$ cat config.mk
export PLATFORM = sky130hd
export DESIGN_NAME = trig_pair_summary
export DESIGN_NICKNAME = d
export VERILOG_FILES = /design/src/rtl/trig_pair_pkg.sv /design/src/rtl/pair_combine.sv /design/src/rtl/phase_demux.sv /design/src/rtl/trig_pair_summary.sv
export SDC_FILE = /design/constraint.sdc
export NUM_CORES = 1
export LEC_CHECK = 0
export BUFFER_PORTS_ARGS = -buffer_cell sky130_fd_sc_hd__buf_2
export CAP_MARGIN = 20
export CORE_AREA = 8 8 99 101
export DETAILED_ROUTE_END_ITERATION = 7
export DIE_AREA = 0 0 107 109
export PLACE_DENSITY = 0.73
export REMOVE_ABC_BUFFERS = 1
export SKIP_CTS_REPAIR_TIMING = 1
export SYNTH_ARGS = -nofsm -noshare
export SYNTH_HDL_FRONTEND = slang
export SYNTH_SLANG_ARGS = --single-unit
export TNS_END_PERCENT = 5
$ cat constraint.sdc
create_clock -name clk -period 1.9 [get_ports clk]
set_input_delay 0.19 -clock clk [delete_from_list [all_inputs] [get_ports clk]]
set_output_delay 0.19 -clock clk [all_outputs]
set_load 0.03 [all_outputs]
$ cat src/rtl/trig_pair_pkg.sv
package trig_pair_pkg;
  localparam int unsigned BUS_COUNT_DEF = 6;
  localparam int unsigned TRIG_BITS_DEF = 8;

  function automatic int unsigned pair_count(input int unsigned buses);
    return buses * (buses - 1) / 2;
  endfunction
endpackage

$ cat src/rtl/pair_combine.sv
module pair_combine #(
  parameter int unsigned NPAIR = 15,
  parameter int unsigned NBIT  = 8
) (
  input  logic                   clk,
  input  logic                   rst,
  input  logic                   phase_in,
  input  logic                   ovf_in,
  input  logic [NPAIR*NBIT-1:0]  mom_res,
  input  logic [NPAIR*NBIT-1:0]  ang_res,
  output logic [NBIT-1:0]        sum_n,
  output logic                   ph_q,
  output logic                   ovf_q
);
  logic [NBIT-1:0] pair_hit [NPAIR];
  logic [NBIT-1:0] any_hit;

  // per-pair coincidence of momentum and angle thresholds
  for (genvar p = 0; p < NPAIR; p++) begin : g_pair
    assign pair_hit[p] = mom_res[p*NBIT +: NBIT] & ang_res[p*NBIT +: NBIT];
  end

  always_comb begin
    any_hit = '0;
    for (int p = 0; p < NPAIR; p++) any_hit = any_hit | pair_hit[p];
  end

  always_ff @(posedge clk) begin
    if (rst) begin
      sum_n <= '1;
      ph_q  <= 1'b0;
      ovf_q <= 1'b0;
    end else begin
      sum_n <= ~any_hit;
      ph_q  <= phase_in;
      ovf_q <= ovf_in;
    end
  end

  // with no coincidence anywhere in the previous cycle, nothing is flagged
  a_r2_quiet_summary: assert property (@(posedge clk) disable iff (rst)
    ((mom_res & ang_res) == '0) |=> (sum_n == '1));
  // a single pair meeting both conditions on bit 0 pulls that bit low
  a_r1_pair_coincidence: assert property (@(posedge clk) disable iff (rst)
    (mom_res[0] && ang_res[0]) |=> !sum_n[0]);
endmodule

$ cat src/rtl/phase_demux.sv
module phase_demux #(
  parameter int unsigned NBIT    = 8,
  parameter int unsigned OVF_POS = 7
) (
  input  logic            clk,
  input  logic            rst,
  input  logic [NBIT-1:0] sum_n,
  input  logic            ph_q,
  input  logic            ovf_q,
  output logic [NBIT-1:0] grp_a,
  output logic [NBIT-1:0] grp_b,
  output logic            evt_valid
);
  logic [NBIT-1:0] hold_n;
  logic            ph_d;
  logic            ovf_d;
  logic            a_fresh;
  logic            a_end;
  logic            b_end;
  logic [NBIT-1:0] a_next;

  assign a_end = ph_d && !ph_q;
  assign b_end = !ph_d && ph_q;

  always_comb begin
    a_next          = ~hold_n;
    a_next[OVF_POS] = ovf_d;
  end

  always_ff @(posedge clk) begin
    if (rst) begin
      hold_n    <= '1;
      ph_d      <= 1'b0;
      ovf_d     <= 1'b0;
      grp_a     <= '0;
      grp_b     <= '0;
      a_fresh   <= 1'b0;
      evt_valid <= 1'b0;
    end else begin
      hold_n    <= sum_n;
      ph_d      <= ph_q;
      ovf_d     <= ovf_q;
      evt_valid <= b_end && a_fresh;
      if (a_end) begin
        grp_a   <= a_next;
        a_fresh <= 1'b1;
      end else if (b_end) begin
        a_fresh <= 1'b0;
      end
      if (b_end) grp_b <= ~hold_n;
    end
  end

  // overflow flag lands in its slot on a group A update
  a_r4_ovf_slot: assert property (@(posedge clk) disable iff (rst)
    a_end |=> (grp_a[OVF_POS] == $past(ovf_d)));
  // groups hold outside their own update cycle
  a_r8_hold_a: assert property (@(posedge clk) disable iff (rst)
    !$past(a_end) |-> $stable(grp_a));
  a_r8_hold_b: assert property (@(posedge clk) disable iff (rst)
    !$past(b_end) |-> $stable(grp_b));
  // strobe lasts one cycle and follows a low-to-high phase edge
  a_r6_one_cycle: assert property (@(posedge clk) disable iff (rst)
    evt_valid |=> !evt_valid);
  a_r6_after_rise: assert property (@(posedge clk) disable iff (rst)
    evt_valid |-> ($past(ph_q) && !$past(ph_d)));
endmodule

$ cat src/rtl/trig_pair_summary.sv
module trig_pair_summary
  import trig_pair_pkg::*;
#(
  parameter int unsigned NBUS    = BUS_COUNT_DEF,
  parameter int unsigned NBIT    = TRIG_BITS_DEF,
  parameter int unsigned OVF_POS = TRIG_BITS_DEF - 1
) (
  input  logic                                  clk,
  input  logic                                  rst,
  input  logic                                  phase_in,
  input  logic                                  ovf_in,
  input  logic [pair_count(NBUS)*NBIT-1:0]      mom_res,
  input  logic [pair_count(NBUS)*NBIT-1:0]      ang_res,
  output logic [NBIT-1:0]                       sum_n,
  output logic [NBIT-1:0]                       grp_a,
  output logic [NBIT-1:0]                       grp_b,
  output logic                                  evt_valid
);
  localparam int unsigned NPAIR = pair_count(NBUS);

  logic ph_q;
  logic ovf_q;

  pair_combine #(.NPAIR(NPAIR), .NBIT(NBIT)) u_comb (
    .clk(clk), .rst(rst), .phase_in(phase_in), .ovf_in(ovf_in),
    .mom_res(mom_res), .ang_res(ang_res),
    .sum_n(sum_n), .ph_q(ph_q), .ovf_q(ovf_q)
  );

  phase_demux #(.NBIT(NBIT), .OVF_POS(OVF_POS)) u_demux (
    .clk(clk), .rst(rst), .sum_n(sum_n), .ph_q(ph_q), .ovf_q(ovf_q),
    .grp_a(grp_a), .grp_b(grp_b), .evt_valid(evt_valid)
  );

  // reset leaves the outputs idle on the following cycle
  a_r7_reset_idle: assert property (@(posedge clk)
    rst |=> (sum_n == '1 && grp_a == '0 && grp_b == '0 && !evt_valid));
endmodule

==> insert_results.sql <==
INSERT INTO impl_metrics (metric_group, metric, value, unit) VALUES
('grt', 'gr-usage-all-layers', '14.0', '%'),
('grt', 'grt_first_pass_wirelength', '13100', 'um'),
('timing', 'report.final.setup_viol', '0', ''),
('cells_and_area', 'design.final.nets', '691', ''),
('route', 'routed_via_density', '4.54', ''),
('yosys', 'synth.area.top_cells', 'sky130_fd_sc_hd__dfxtp_1 (44%), sky130_fd_sc_hd__a22oi_1 (21%), sky130_fd_sc_hd__a211oi_1 (6.5%), sky130_fd_sc_hd__a222oi_1 (4.6%), sky130_fd_sc_hd__nor2_1 (4.1%)', ''),
('critical_path', 'cp_peak_stage_delay', '0.49', 'ns'),
('grt', 'largest_net_degree_at_the_start_of_global_routing', '39', ''),
('critical_path', 'worst-setup-path-type', 'flop to flop', ''),
('cts', 'htree_num_levels', '2', ''),
('grt', 'aggregate_global_routing_overflow', '0', ''),
('yosys', 'sequential_share_of_the_synthesized_area', '44.0', '%'),
('cells_and_area', 'filler_cell_count', '850', ''),
('yosys', 'synth_cells', '178', ''),
('yosys', 'yosys.cell_types.count', '18', ''),
('route', 'dr_total_vias', '2511', ''),
('cells_and_area', 'stdcell_count', '553', ''),
('yosys', 'syn_avg_cell_area', '9.72', 'sq um'),
('critical_path', 'worst_r2r_setup_slack', '0.59', 'ns'),
('floorplanning', 'die-width', '107', 'um'),
('critical_path', 'crit-reg2reg-launch', 'u_comb.ph_q', ''),
('yosys', 'synth_warnings', '0', ''),
('timing', 'layout_setup_ws', '0.593', 'ns'),
('critical_path', 'setup.worst_path.start', 'u_comb.ph_q', ''),
('placed_design', 'placement.io_buffers', '268', ''),
('flow_run', 'maxCapViolCount', '0', ''),
('cts', 'tritoncts_clock_tree', 'yes', ''),
('timing', 'setup_total_negative_slack', '0', 'ns'),
('route', 'drtIter0Drc', '101', ''),
('critical_path', 'worst_r2r_endpoint', 'u_demux.grp_a[7]', ''),
('cts', 'cts.clk_slew.worst_paths', '0.07', 'ns'),
('timing', 'worst-slew-pin-transition', '0.663', 'ns'),
('placed_design', 'setup_slack_at_placement', '0.606', 'ns'),
('critical_path', 'critical_path.max_fanout', '16', ''),
('min_path', 'min-delay-path-class', 'primary input to flop', ''),
('power_and_ir_drop', 'total_chip_power', '1.85', 'mW'),
('floorplanning', 'die_height', '109', 'um'),
('power_and_ir_drop', 'power.density', '576', 'nW/um^2'),
('placed_design', 'dp_cells', '546', ''),
('critical_path', 'crit_slowest_cell', 'sky130_fd_sc_hd__ha_1', ''),
('yosys', 'area_fraction_of_the_dominant_cell_type_after_synthesis', '44.0', '%'),
('cells_and_area', 'final_cell_area', '3220', 'sq um'),
('placed_design', 'dp_hpwl', '8030', 'um'),
('yosys', 'yosysTopAreaCell', 'sky130_fd_sc_hd__dfxtp_1', ''),
('critical_path', 'worstSetupEndpointType', 'flop', ''),
('grt', 'antenna_found_initial', '0', ''),
('cells_and_area', 'syn2layout_area_growth', '85.8', '%'),
('timing', 'grt_setup_unrepaired', 'false', ''),
('critical_path', 'cpLargestDelayFamily', 'adder cells', ''),
('timing', 'slew_headroom', '55.8', '%'),
('yosys', 'synth_area', '1730', 'sq um'),
('critical_path', 'critPathArrivalTime', '1.45', 'ns'),
('min_path', 'holdCritStartpoint', 'ovf_in', ''),
('power_and_ir_drop', 'ir_drop', '0.285', 'mV'),
('timing', 'period_needed', '1.31', 'ns'),
('floorplanning', 'initial_core_util', '20.6', '%'),
('cells_and_area', 'drive_above_1_share', '63.6', '%'),
('power_and_ir_drop', 'power.static_leakage', '1.70', 'nW'),
('critical_path', 'critPathBufInv', '1', ''),
('critical_path', 'timing.critical_path.depth', '4', ''),
('floorplanning', 'pin_count', '269', ''),
('timing', 'finClkSkew', '0.00294', 'ns'),
('route', 'detail_route.first_pass.iterations', '7', ''),
('critical_path', 'timing.critical_path.from_type', 'flop', ''),
('cts', 'clkSinkCount', '38', ''),
('placed_design', 'replace_congestion', '0.800', ''),
('run_status', 'outcome', 'finished, final reports clean', ''),
('placed_design', 'post_dp_cell_area', '3140', 'sq um'),
('cells_and_area', 'antennaDiodeCount', '0', ''),
('timing', 'max_freq', '765', 'MHz'),
('timing', 'hold_slack', '0.147', 'ns');
## worst min path at each step
stage                            end  cells after the start
finish                  u_comb.ovf_q                      2
global placement    u_demux.grp_b[7]                      1
floorplan               u_demux.ph_d                      1
CTS                     u_comb.ovf_q                      2
detailed placement  u_demux.grp_b[7]                      1
global route            u_comb.ovf_q                      2
## final cells by class
class / instances / area (sq um) / share of cell area, %
clock inverters: 2 / 10.0 / 0.311
repair buffers: 268 / 1340 / 41.7
flip-flops and latches: 38 / 761 / 23.7
inverters: 2 / 7.51 / 0.233
well taps: 108 / 135 / 4.20
multi-input cells: 130 / 892 / 27.7
clock buffers: 5 / 68.8 / 2.14
## logic make-up after synthesis
group	Yosys count	synth area share, %
buffers and inverters	10	4.48
flip-flops	38	44.0
AO/OA/AOI/OAI	79	35.4
multiplexers	2	1.16
AND/OR/NAND/NOR	47	13.5
adder cells (fa/ha/maj)	2	1.45
## layout by cell type, fill, tap and decap left out, drive strengths merged
master  count
nand3       8
nand4       8
dfxtp      38
clkbuf      5
ha          2
buf       268
a22oi      48
or2         8
nor2b       3
clkinv      2
mux2i       2
a211oi     15
inv         2
a222oi      8
nor2       19
nand2       1
o21bai      8
## cells in the mapped netlist (all sizes together)
cell type  count
nand3          8
o21bai         8
buf            7
a211oi        15
a222oi         8
mux2i          2
ha             2
dfxtp         38
inv            2
clkbuf         1
a22oi         48
or2            8
nand2          1
nor2b          3
nor2          19
nand4          8
## report_power, final
| group | leakage [nW] | switching, mW | total (mW) | internal, mW |
|---|---|---|---|---|
| Sequential | 0.315 | 0.0202 | 0.860 | 0.839 |
| Combinational | 1.34 | 0.217 | 0.491 | 0.274 |
| Clock | 0.0438 | 0.257 | 0.503 | 0.246 |
| Total | 1.70 | 0.494 | 1.85 | 1.36 |
## per-layer routing
layer	vias up	GRT usage, %	part of all wire [%]
met3	6	3.96	7.1
met5	-	0	0
met2	114	26.2	54
met4	0	3.22	0.74
met1	1135	15.2	38
li1	1256	-	-
## sequential cells by signal (all words and copies together), names as in the netlist
signal,flops
u_comb.sum_n,8
u_comb.ovf_q,1
u_demux.ph_d,1
u_demux.grp_b,8
u_demux.grp_a,8
u_demux.evt_valid,1
u_demux.hold_n,8
u_demux.ovf_d,1
u_demux.a_fresh,1
u_comb.ph_q,1
Note: power is estimated with default switching activity, not from simulation.
